## config.mk

```make
export PLATFORM = sky130hd
export DESIGN_NAME = twophase_acc
export DESIGN_NICKNAME = d
export VERILOG_FILES = /design/src/rtl/twophase_acc.sv
export SDC_FILE = /design/constraint.sdc
export NUM_CORES = 1
export LEC_CHECK = 0
export BUFFER_PORTS_ARGS = -buffer_cell sky130_fd_sc_hd__buf_4
export CORE_MARGIN = 1.5
export CORE_UTILIZATION = 25
export CTS_CLUSTER_SIZE = 20
export DETAILED_ROUTE_END_ITERATION = 12
export PLACE_DENSITY = 0.43
export REMOVE_ABC_BUFFERS = 1
export SLEW_MARGIN = 20
export SYNTH_ARGS = -nofsm -noshare
export SYNTH_HDL_FRONTEND = slang
export SYNTH_SLANG_ARGS = --single-unit
```

## constraint.sdc

```tcl
create_clock -name clk -period 2 [get_ports clk]
set_input_delay 0.4 -clock clk [delete_from_list [all_inputs] [get_ports clk]]
set_output_delay 0.4 -clock clk [all_outputs]
set_load 0.005 [all_outputs]
```

## src/rtl/twophase_acc.sv

```systemverilog
module twophase_acc #(
  parameter int W   = 4,
  parameter int GRP = 4
) (
  input  logic         clk,
  input  logic         rst_n,
  input  logic [W-1:0] bus_z,
  input  logic         ph1_stb,
  input  logic         ph2_stb,
  input  logic         clr_stb,
  input  logic         load_stb,
  output logic [W-1:0] acc,
  output logic         carry_out,
  output logic         done
);
  localparam int NG = W / GRP;
  localparam int GW = (NG > 1) ? $clog2(NG) : 1;

  logic [W-1:0]  gen;
  logic          armed, busy, ldset, cin;
  logic [GW-1:0] gidx;

  wire idle    = !busy && !ldset;
  wire take_cl = idle && clr_stb;
  wire take_ld = idle && !clr_stb && load_stb;
  wire take_p1 = idle && !clr_stb && !load_stb && ph1_stb && !armed;
  wire take_p2 = idle && !clr_stb && !load_stb && !ph1_stb && ph2_stb && armed;
  wire step    = busy || take_p2;

  wire [GW-1:0] grp  = busy ? gidx : '0;
  wire          last = (grp == GW'(NG - 1));

  logic [W-1:0] nxt_acc;
  logic         nxt_c;

  always_comb begin
    logic c;
    c       = busy ? cin : 1'b0;
    nxt_acc = acc;
    for (int i = 0; i < W; i++) begin
      if (i / GRP == int'(grp)) begin
        nxt_acc[i] = acc[i] ^ c;
        c          = gen[i] | (acc[i] & c);
      end
    end
    nxt_c = c;
  end

  always_ff @(posedge clk) begin
    if (!rst_n) begin
      acc       <= '0;
      gen       <= '0;
      armed     <= 1'b0;
      busy      <= 1'b0;
      ldset     <= 1'b0;
      cin       <= 1'b0;
      gidx      <= '0;
      carry_out <= 1'b0;
      done      <= 1'b0;
    end else if (step) begin
      acc <= nxt_acc;
      cin <= nxt_c;
      if (last) begin
        busy      <= 1'b0;
        armed     <= 1'b0;
        done      <= 1'b1;
        carry_out <= nxt_c;
        gidx      <= '0;
      end else begin
        busy <= 1'b1;
        gidx <= grp + 1'b1;
      end
    end else if (ldset) begin
      acc   <= acc | bus_z;
      ldset <= 1'b0;
    end else if (take_cl || take_ld) begin
      acc       <= '0;
      armed     <= 1'b0;
      done      <= 1'b0;
      carry_out <= 1'b0;
      ldset     <= take_ld;
    end else if (take_p1) begin
      acc       <= acc ^ bus_z;
      gen       <= acc & bus_z;
      armed     <= 1'b1;
      done      <= 1'b0;
      carry_out <= 1'b0;
    end
  end


  done_src_chk: assert property (@(posedge clk) disable iff (!rst_n)
    $rose(done) |-> $past(busy || ph2_stb));


  p2_unarmed_chk: assert property (@(posedge clk) disable iff (!rst_n)
    (idle && !armed && ph2_stb && !ph1_stb && !clr_stb && !load_stb) |=> ($stable(acc) && !done));


  p1_rearm_chk: assert property (@(posedge clk) disable iff (!rst_n)
    (idle && armed && ph1_stb && !ph2_stb && !clr_stb && !load_stb) |=> $stable(acc));


  clear_chk: assert property (@(posedge clk) disable iff (!rst_n)
    (idle && clr_stb) |=> (acc == '0 && !done && !carry_out));


  load_chk: assert property (@(posedge clk) disable iff (!rst_n)
    (idle && !clr_stb && load_stb) |=> (acc == '0) ##1 (acc == $past(bus_z)));


  busy_start_chk: assert property (@(posedge clk) disable iff (!rst_n)
    $rose(busy) |-> $past(ph2_stb && armed));
endmodule

```

Yosys cells after proc, flatten, opt, wreduce, memory -nomap -nowiden
Cells that the tools add are included.
{ "op_classes": {"muxes": 30, "eq_ne": 2, "bitwise_logic": 18, "add_sub_neg": 1, "reduce_logical": 23} }
{ "op_table": {"columns": ["operator", "count"], "rows": [
  ["$mux W1", 26],
  ["$mux W4", 4],
  ["$logic_and A1 B1 Y1", 10],
  ["$logic_not A1 Y1", 6],
  ["$and A1 B1 Y1", 4],
  ["$and A4 B4 Y4", 1],
  ["$or A1 B1 Y1", 4],
  ["$or A4 B4 Y4", 1],
  ["$reduce_and A4 Y1", 1],
  ["$reduce_bool A4 Y1", 1],
  ["$xor A1 B1 Y1", 4],
  ["$xor A4 B4 Y4", 1],
  ["$not A1 Y1", 3],
  ["$reduce_and A3 Y1", 1],
  ["$reduce_bool A3 Y1", 1],
  ["$logic_or A1 B1 Y1", 2],
  ["$ne A2 B1 Y1 const B", 1],
  ["$ne A2 B2 Y1 const B", 1],
  ["$reduce_and A2 Y1", 1],
  ["$add A1 B1 Y1 const B", 1]
]} }
{ "word_totals": {"regBits": 15, "inputBits": 10} }

Depth between registers and ports, before layout
Gate-level depths: netlist (run 1).
{ "logic_depth": {"depth_word": 15, "depth_mapped": 7} }

Worst setup path after synthesis (run 1)
Ideal clock, no wire load.
{ "synth_path": {"path_type": "flip-flop to flip-flop", "start": "register acc[1]", "end": "register acc[3]", "path_slack_ns": 0.217, "required_time_ns": 1.878, "stages_incl_launch_ff": 8, "arrival_time_ns": 1.661, "setup_time_ns": 0.122, "path_cell_list": "dfxtp_1 ha_1 or2_2 ha_1 or2_2 ha_1 mux2i_1 o22ai_1"} }
{ "synth_via": {"elab_chain_len": 9} }
{ "synth_rtl": {"columns": ["item", "line_no", "source"], "rows": [
  ["from (decl)", "12", "output logic [W-1:0] acc,"],
  ["from (signal assigned)", "61", "acc <= nxt_acc;"],
  ["from (signal assigned)", "74", "acc <= acc | bus_z;"],
  ["from (signal assigned)", "83", "acc <= acc ^ bus_z;"],
  ["$and A1 B1 Y1 (*)", "43", "c = gen[i] | (acc[i] & c);"],
  ["$or A1 B1 Y1 (*)", "43", null],
  ["$mux W1 (*)", "41", "if (i / GRP == int'(grp)) begin"],
  ["$and A1 B1 Y1", "43", null],
  ["$or A1 B1 Y1", "43", null],
  ["$mux W1 (*)", "41", null],
  ["$xor A1 B1 Y1 (*)", "42", "nxt_acc[i] = acc[i] ^ c;"],
  ["$mux W1 (*)", "41", null],
  ["$mux W4 (*)", "60", "end else if (step) begin"]
]} }
Mark *: on every way between the ends. The rest lies on a longest branch, timed or not. The select of a mux whose other input is x is not followed.
A chain may end at the register's enable or synchronous reset.

Worst setup path after layout (run 1)
Same ends and word-level chain as after synthesis.

==> results of run 1 <==
-- power breakdown --
group | switching, mW | total, mW | internal (mW)
Combinational | 0.0378 | 0.0807 | 0.0430
Clock | 0.0896 | 0.200 | 0.111
Sequential | 0.00758 | 0.252 | 0.245
Total | 0.135 | 0.533 | 0.399
-- routing by layer --
metal	part of all wire [%]	routed length [um]	track usage, %	vias to the layer above
met2	44	695	16.1	12
met3	3.8	60	4.02	2
met5	0	0	0	-
met1	51	806	14.8	274
met4	1.8	29	4.98	0
li1	-	-	-	323
-- area by class of cell --
class | count | area share [%]
clock buffers | 4 | 3.92
inverters | 9 | 3.65
multi-input cells | 62 | 50.1
flip-flops and latches | 12 | 25.9
well taps | 31 | 4.19
repair buffers | 15 | 12.2
-- worst max-delay path, cell delays in order (launching register included) --
cell and delay (ps):
sky130_fd_sc_hd__dfxtp_1 350, sky130_fd_sc_hd__ha_1 200, sky130_fd_sc_hd__or2_2 270, sky130_fd_sc_hd__ha_1 170, sky130_fd_sc_hd__or2_2 270, sky130_fd_sc_hd__ha_1 280
sky130_fd_sc_hd__mux2i_1 130, sky130_fd_sc_hd__o22ai_1 90
-- stage by stage --
stage / hold slack [ps] / setup WS, ps / util [%]
global placement: 445 / 183 / 31.7
finish: 298 / 127 / 33.0
detailed placement: 452 / 130 / 31.7
CTS: 287 / 119 / 33.0
floorplan: 443 / 217 / -
global route: 290 / 66.4 / 33.0
-- cell usage after synthesis --
master	count	share of area, %
sky130_fd_sc_hd__dfxtp_1	12	32
sky130_fd_sc_hd__ha_1	11	18
sky130_fd_sc_hd__inv_1	9	4.5
sky130_fd_sc_hd__nand2_1	9	4.5
sky130_fd_sc_hd__mux2i_1	7	9.3
sky130_fd_sc_hd__nand2b_1	6	5.0
sky130_fd_sc_hd__o22ai_1	6	5.0
sky130_fd_sc_hd__a21boi_1	4	4.0
sky130_fd_sc_hd__nor2b_1	4	3.3
sky130_fd_sc_hd__nand3_1	3	2.0
sky130_fd_sc_hd__buf_2	2	1.3
sky130_fd_sc_hd__clkbuf_1	2	0.99
sky130_fd_sc_hd__nor3_1	2	1.3
sky130_fd_sc_hd__or2_2	2	1.7
sky130_fd_sc_hd__a21o_1	1	0.99
sky130_fd_sc_hd__a31o_2	1	1.2
sky130_fd_sc_hd__nand3b_1	1	0.99
sky130_fd_sc_hd__nor2_1	1	0.50
sky130_fd_sc_hd__o21ai_0	1	0.66
sky130_fd_sc_hd__o21bai_1	1	0.99
sky130_fd_sc_hd__or2_4	1	1.2
sky130_fd_sc_hd__or3_1	1	0.83
-- path summary, 6_finish.rpt --
| kind | from | endpoint | cells past startpoint |
|---|---|---|---|
| setup / recovery | acc[1] | acc[3] | 7 |
| hold reg to reg | done | done | 2 |
| hold / removal | clr_stb | ldset | 2 |
| setup reg to reg | acc[1] | acc[3] | 7 |
-- state kept, by name (all words and copies together) (netlist names) --
name,cells
ldset,1
gen,4
done,1
acc,4
armed,1
carry_out,1
-- logic make-up (layout without fill, tap and decap cells) --
kind of cell | Yosys count | after routing | synth area share [%]
compound gates | 14 | 14 | 12.7
flops | 12 | 12 | 31.8
fa+ha+maj | 11 | 11 | 18.2
buf+inv | 13 | 28 | 6.79
mux | 7 | 7 | 9.27
simple gates | 30 | 30 | 21.2
==> results_dict.tcl, run 1 <==
set metrics [dict create \
    outcome "complete, no violations" \
    ys_ff_latch 12 \
    fillers 314 \
    antenna_found_initial 0 \
    design.portCount 16 \
    route.final.wire_length_mm 1.59 \
    clock_edge_transition_at_the_registers_on_the_reported_setup_and_hold_paths_ps 80 \
    setup-violations-final 0 \
    critPathKind "flop to flop" \
    postCtsSetupBuffers 0 \
    route.detailed.vias_per_inst 4.59 \
    first_drt_pass_iteration_count 3 \
    period_needed_ps 1870 \
    tritoncts_clock_tree "yes" \
    worst_ep_required_time_ps 2160 \
    wirelength_per_cell_um 12.0 \
    cts_sinks 12 \
    drive_above_1_share_pct 22.5 \
    design.die.area_um2 3360 \
    cp.arrival_ps 2040 \
    endpoint_kind "flop" \
    place.detailed.hpwl_mm 1.20 \
    p_total_uw 533 \
    cts_made_buffers 3 \
    diodes_inserted 0 \
    reg2reg_slack_ps 130 \
    gp_routability_congestion 0.663 \
    multi_input_area_um2 464 \
    fin_tns_setup_ps 0 \
    core_region_area_um2 2810 \
    hold_buffers 0 \
    post_synth_num_cell_types 22 \
    peakVddDrop_mv 0.367 \
    mostFrequentLayoutCell "sky130_fd_sc_hd__buf_4" \
    cp_max_fo 5 \
    io_buffers 15 \
    timing_max_transition_violations_final 0 \
    p_leak_nw 0.479 \
    dpl.cell_count 129 \
    post-route-cell-area_um2 926 \
    grt_pass1_vias 616 \
    maxClockFrequency_mhz 534 \
    period_share_pct 93.6 \
    ys_warn_count 0 \
    grt_pass1_wl_mm 2.77 \
    grt_total_usage_pct 11.1 \
    pwr_density_cell_nw_per_um2 576 \
    syn_area_per_cell_um2 8.69 \
    clk_latency_ps 280 \
    hold_violations 0 \
    design.final.nets 124 \
    floorplan.initialDensity_pct 26.9 \
    die_w_um 58.0 \
    crit_path_start_kind "flop" \
    antenna_violating_nets_post_route 0 \
    routed-via-count 611 \
    floorplan.die.height_um 58.0 \
    worst_hold_path_type "input pin to flop" \
    grt_start_max_net_pins 14 \
    root_buffer "sky130_fd_sc_hd__clkbuf_4" \
    detail_route.drc_violations 0 \
    max-slew-margin-rel_pct 74.2 \
    grt_setup_unrepaired "false" \
    post_cts_resize_count 0 \
    final_cells 133 \
    areaGrowthSynthToFinish_pct 22.5 \
    storage_cell_area_um2 240 \
    overflow 0 \
    cts_buffer_depth 2 \
    cell_count_after_synthesis 87 \
    synth_sequential_area_ratio_pct 31.8 \
    row_count 19 \
    timing.clock.skew_ps 1.33 \
    drt_iter0_markers 7 \
    placed_cell_area_um2 890 \
    cap_viol_max_count 0 \
    worst_slew_pin_slew_ps 384 \
    synth_area_um2 756 \
    final_cell_mix "15 x sky130_fd_sc_hd__buf_4, 12 x sky130_fd_sc_hd__dfxtp_1, 11 x sky130_fd_sc_hd__ha_1" \
    clock_tree.htree_level_count 1 \
]
(Power assumes the default switching activity.)
==> run 2: changes to the inputs <==
Settings changed: ABC_AREA set to 1, CORE_MARGIN 1.5 to unset, PLACE_DENSITY 0.43 to 0.42.
==> results_dict.tcl, run 2 <==
set metrics [dict create \
    outcome "complete, no violations" \
    peakVddDrop_mv 0.367 \
    combPwrFrac_pct 19.1 \
    detailroute.wirelength.met3_um 68 \
    yosysTopAreaCell "sky130_fd_sc_hd__dfxtp_1" \
    post_cts_resize_count 0 \
    p_seq_share_pct 45.4 \
    worst_r2r_startpoint "acc[1]" \
    crit_path_start_kind "flop" \
    top_signal_layer_used "met4" \
    hold_buffers 0 \
    max-slew-margin-rel_pct 79.7 \
    cp.arrival_ps 2040 \
    setup.worst_path.end "acc[3]" \
    antenna_found_initial 0 \
    row_count 20 \
    detail_route.drc_violations 0 \
    synthSimpleGateAreaFrac_pct 35.6 \
    regs_by_ff_count "acc x4, gen x4" \
    routed-via-count 729 \
    final_cell_mix "20 x sky130_fd_sc_hd__nand2_1, 18 x sky130_fd_sc_hd__inv_1, 16 x sky130_fd_sc_hd__nor2_1" \
    clock_power_share_pct 35.5 \
    route.final.wire_length_mm 1.76 \
    pwr_density_cell_nw_per_um2 571 \
    route.detailed.vias_per_inst 4.12 \
    yosys-top-cells-count "20 x sky130_fd_sc_hd__nand2_1, 18 x sky130_fd_sc_hd__inv_1, 16 x sky130_fd_sc_hd__nor2_1" \
    critPathKind "flop to flop" \
    first_drt_pass_iteration_count 4 \
    grt_pass1_wl_mm 2.99 \
    clock_edge_transition_at_the_registers_on_the_reported_setup_and_hold_paths_ps 90 \
    cell_count_after_synthesis 115 \
    overflow 0 \
    main_combinational_cell_family_by_area_after_synthesis "simple AND/OR/NAND/NOR gates" \
    synth-xor-area-share_pct 0 \
    synth_edf_count 0 \
    floorplan.initialDensity_pct 26.5 \
    crit_start "acc[1]" \
    design.final.nets 155 \
    cts_sinks 12 \
    final_util_pct 32.8 \
    worst_slew_pin_slew_ps 304 \
    ys_warn_count 0 \
    critical_path.reg2reg.endpoint "acc[3]" \
    cts_buffer_depth 2 \
    ys.flop_type "sky130_fd_sc_hd__dfxtp_1" \
    mostFrequentLayoutCell "sky130_fd_sc_hd__nand2_1" \
    post-route-cell-area_um2 1000 \
    wirelength_per_cell_um 9.92 \
    worst_ep_required_time_ps 2180 \
    switching_power_uw 162 \
    cap_viol_max_count 0 \
    post_synth_num_cell_types 20 \
    timing_max_transition_violations_final 0 \
    synth_top_area_share_pct 29.7 \
    p_leak_nw 0.537 \
    synth_area_leaders "sky130_fd_sc_hd__dfxtp_1 30%, sky130_fd_sc_hd__ha_1 17%, sky130_fd_sc_hd__nand2_1 9.3%" \
    place.detailed.hpwl_mm 1.33 \
    design.die.area_um2 3460 \
    antenna_violating_nets_post_route 0 \
    routedLengthMet1_um 925 \
    grt_total_usage_pct 11.7 \
    cp_max_fo 4 \
    timing.clock.skew_ps 7.78 \
    synth_area_um2 808 \
    drive_above_1_share_pct 22.6 \
    floorplan.die.height_um 58.9 \
    areaGrowthSynthToFinish_pct 23.8 \
    tritoncts_clock_tree "yes" \
    clock_tree.htree_level_count 1 \
    root_buffer "sky130_fd_sc_hd__clkbuf_4" \
    cts_made_buffers 3 \
    met2WireLength_um 752 \
    grt_pass1_vias 659 \
    synth_most_common_cell "sky130_fd_sc_hd__nand2_1" \
    endpoint_kind "flop" \
    synth_fa_ha_area_share_pct 17.0 \
    synth_sequential_area_ratio_pct 29.7 \
    diodes_inserted 0 \
    design.portCount 16 \
    reg2reg_slack_ps 140 \
    syn_area_per_cell_um2 7.03 \
    p_sw_share_pct 28.3 \
    core_region_area_um2 3050 \
    die_w_um 58.9 \
    worst_hold_path_type "input pin to flop" \
    period_needed_ps 1860 \
    gp_routability_congestion 0.722 \
    p_total_uw 572 \
    period_share_pct 92.8 \
    fin_tns_setup_ps 0 \
    grt_start_max_net_pins 13 \
    portion_of_netlist_area_occupied_by_mux_cells_pct 0 \
    clk_latency_ps 280 \
    setup-violations-final 0 \
    p_int_uw 410 \
    synth_compound_area_share_pct 6.35 \
    timing.reg2reg.worst_path_depth 9 \
    placed_cell_area_um2 965 \
    io_buffers 15 \
    postCtsSetupBuffers 0 \
    ys_ff_latch 12 \
    maxClockFrequency_mhz 539 \
    hold_violations 0 \
    synthArstFlopShare_pct 0 \
    drt_iter0_markers 12 \
    finalHoldWorstSlack_ps 306 \
    grt_setup_unrepaired "false" \
]
## run 2: cell types whose count changed in the layout (fill, tap and decap cells not counted), sizes merged, moves of 4 or more
cell / before / now
a21boi: 4 / 0
inv: 9 / 20
mux2i: 7 / 0
nand2: 9 / 21
nand2b: 6 / 0
nand3: 3 / 10
nor2: 1 / 19
nor2b: 4 / 0
o21ai: 1 / 6
o22ai: 6 / 0
## run 2: per-layer routing
metal / global-route usage (%) / vias to the layer above
li1: - / 396
met1: 16.0 / 318
met2: 18.0 / 13
met3: 3.96 / 2
met4: 2.04 / 0
met5: 0 / -
## run 2: power groups by stage
stage                     clock network, mW  logic (mW)  registers (mW)
after global placement                    0       0.111           0.266
after detailed placement                  0       0.110           0.266
after floorplan                           0      0.0670           0.265
after global routing                  0.220       0.127           0.262
final                                 0.203       0.109           0.260
after CTS                             0.209       0.111           0.260
## run 2: kinds of logic (layout without fill, tap and decap cells)
group / count (synthesis) / in the layout
simple gates: 60 / 60
flops: 12 / 12
fa+ha+maj: 11 / 11
compound gates: 10 / 10
buf+inv: 22 / 40
## run 2: layout make-up
class / instances / area (um2)
Inverter: 21 / 80.1
Clock buffer: 4 / 36.3
Tap cell: 44 / 55.1
Fill cell: 356 / 2050
Sequential cell: 12 / 240
Multi-Input combinational cell: 81 / 477
Timing Repair Buffer: 15 / 113
## run 2: how the worst min path moves through the flow
stage,start,to,slack [ps],cells past startpoint
finish,clr_stb,ldset,310,2
detailed placement,gen[2],gen[2],480,2
global placement,gen[0],gen[0],470,2
floorplan,gen[1],gen[1],450,2
global route,clr_stb,ldset,320,2
CTS,clr_stb,ldset,300,2
## run 2: per-stage QoR
step,setup WS [ps],cells
floorplan,213,114
CTS,134,177
global placement,162,173
finish,144,177
detailed placement,145,173
global route,20.6,177
## run 2: critical path, cell delays in order, from the launching register on
cell                      delay (ps)
sky130_fd_sc_hd__dfxtp_1         350
sky130_fd_sc_hd__ha_1            190
sky130_fd_sc_hd__or2_2           270
sky130_fd_sc_hd__ha_1            170
sky130_fd_sc_hd__or2_2           270
sky130_fd_sc_hd__ha_1            270
sky130_fd_sc_hd__nand2_1          60
sky130_fd_sc_hd__nand2_1          50
sky130_fd_sc_hd__nor2_1           90
sky130_fd_sc_hd__nor2_1           40
==> run 3: changes to the inputs <==
Settings changed: ABC_AREA 1 to 0, PLACE_DENSITY 0.42 to 0.43, SLEW_MARGIN 20 to 5.
==> results_dict.tcl, run 3 (synthesized netlist as in run 1, its figures left out) <==
set metrics [dict create \
    cap_viol_max_count 0 \
    tritoncts_clock_tree "yes" \
    p_leak_nw 0.479 \
    gp_routability_congestion 0.691 \
    grt_setup_unrepaired "false" \
    period_share_pct 92.4 \
    routed-via-count 621 \
    wirelength_per_cell_um 11.8 \
    cts_sinks 12 \
    finalHoldWorstSlack_ps 306 \
    timing.reg2reg.worst_path_depth 7 \
    row_count 19 \
    worst_hold_path_type "input pin to flop" \
    cp_max_fo 5 \
    antenna_found_initial 0 \
    pwr_density_cell_nw_per_um2 572 \
    place.detailed.hpwl_mm 1.19 \
    worst_ep_required_time_ps 2160 \
    critPathKind "flop to flop" \
    maxClockFrequency_mhz 541 \
    p_seq_share_pct 47.6 \
    setup-violations-final 0 \
    post_cts_resize_count 0 \
    holdPathStages 2 \
    worst_r2r_startpoint "acc[1]" \
    clk_latency_ps 270 \
    diodes_inserted 0 \
    combPwrFrac_pct 15.3 \
    postCtsSetupBuffers 0 \
    timing.clock.skew_ps 0.656 \
    root_buffer "sky130_fd_sc_hd__clkbuf_4" \
    core_region_area_um2 2810 \
    clock_edge_transition_at_the_registers_on_the_reported_setup_and_hold_paths_ps 80 \
    overflow 0 \
    antenna_violating_nets_post_route 0 \
    regs_by_ff_count "acc x4, gen x4" \
    whs_endpoint "ldset" \
    violations "DRC" \
    timing_max_transition_violations_final 0 \
    drt_iter0_markers 17 \
    design.portCount 16 \
    crit_path_start_kind "flop" \
    clock_tree.htree_level_count 1 \
    peakVddDrop_mv 0.314 \
    floorplan.initialDensity_pct 26.9 \
    fillers 309 \
    cts_buffer_depth 2 \
    max-slew-margin-rel_pct 69.2 \
    cts_made_buffers 3 \
    detail_route.drc_violations 2 \
    design.final.nets 124 \
    p_total_uw 530 \
    endpoint_kind "flop" \
    cp.arrival_ps 2010 \
    worst_slew_pin_slew_ps 458 \
    placed_cell_area_um2 890 \
    critical_path.reg2reg.endpoint "acc[3]" \
    p_sw_share_pct 24.9 \
    grt_start_max_net_pins 14 \
    areaGrowthSynthToFinish_pct 22.5 \
    switching_power_uw 132 \
    hold_buffers 0 \
    route.detailed.vias_per_inst 4.67 \
    io_buffers 15 \
    timing.hold.worst.start "clr_stb" \
    design.die.area_um2 3250 \
    mostFrequentLayoutCell "sky130_fd_sc_hd__buf_4" \
    reg2reg_slack_ps 150 \
    post-route-cell-area_um2 926 \
    grt_pass1_vias 590 \
    clock_power_share_pct 37.1 \
    route.final.wire_length_mm 1.57 \
    outcome "finished with violations" \
    hold_violations 0 \
    grt_total_usage_pct 10.9 \
    final_cell_mix "15 x sky130_fd_sc_hd__buf_4, 12 x sky130_fd_sc_hd__dfxtp_1, 11 x sky130_fd_sc_hd__ha_1" \
    fin_tns_setup_ps 0 \
    floorplan.die.height_um 57.0 \
    first_drt_pass_iteration_count 8 \
    drive_above_1_share_pct 22.5 \
    p_int_uw 398 \
    grt_pass1_wl_mm 2.68 \
    period_needed_ps 1850 \
    die_w_um 57.0 \
]
[run 3: power by group through the flow]
stage / Sequential, mW / Combinational [mW] / Clock (mW)
after floorplan: 0.257 / 0.0453 / 0
after global placement: 0.258 / 0.0812 / 0
after CTS: 0.252 / 0.0825 / 0.206
final: 0.252 / 0.0810 / 0.197
after detailed placement: 0.258 / 0.0824 / 0
after global routing: 0.254 / 0.0934 / 0.214
[run 3: worst max-delay path by stage]
stage / from / to / slack [ps] / depth (start not counted)
3_5_place_dp: acc[1] / acc[3] / 160 / 7
5_1_grt: acc[1] / acc[3] / 20 / 7
2_1_floorplan: acc[1] / acc[3] / 220 / 7
6_report: acc[1] / acc[3] / 150 / 7
4_1_cts: acc[1] / acc[3] / 150 / 7
3_3_place_gp: acc[1] / acc[3] / 190 / 7
[run 3: cell type report]
type	count	area, um2	share of cell area, %
Inverter	9	33.8	3.65
Sequential cell	12	240	25.9
Tap cell	31	38.8	4.19
Timing Repair Buffer	15	113	12.2
Multi-Input combinational cell	62	464	50.1
Clock buffer	4	36.3	3.92
[run 3: routing by layer]
layer	wire length, um	global-route usage [%]
met2	703	17.3
met5	0	0
met4	27	4.18
met1	784	13.6
met3	50	3.63
[run 3: worst max-delay path: stages (launching register included)]
cell,delay [ps]
sky130_fd_sc_hd__dfxtp_1,350
sky130_fd_sc_hd__ha_1,200
sky130_fd_sc_hd__or2_2,270
sky130_fd_sc_hd__ha_1,170
sky130_fd_sc_hd__or2_2,270
sky130_fd_sc_hd__ha_1,270
sky130_fd_sc_hd__mux2i_1,120
sky130_fd_sc_hd__o22ai_1,90
[run 3: through the flow]
step	util [%]	instances	setup slack (ps)
3_5_place_dp	31.7	129	156
5_1_grt	33.0	133	23.8
6_report	33.0	133	153
4_1_cts	33.0	133	147
2_1_floorplan	-	83	217
3_3_place_gp	31.7	129	185
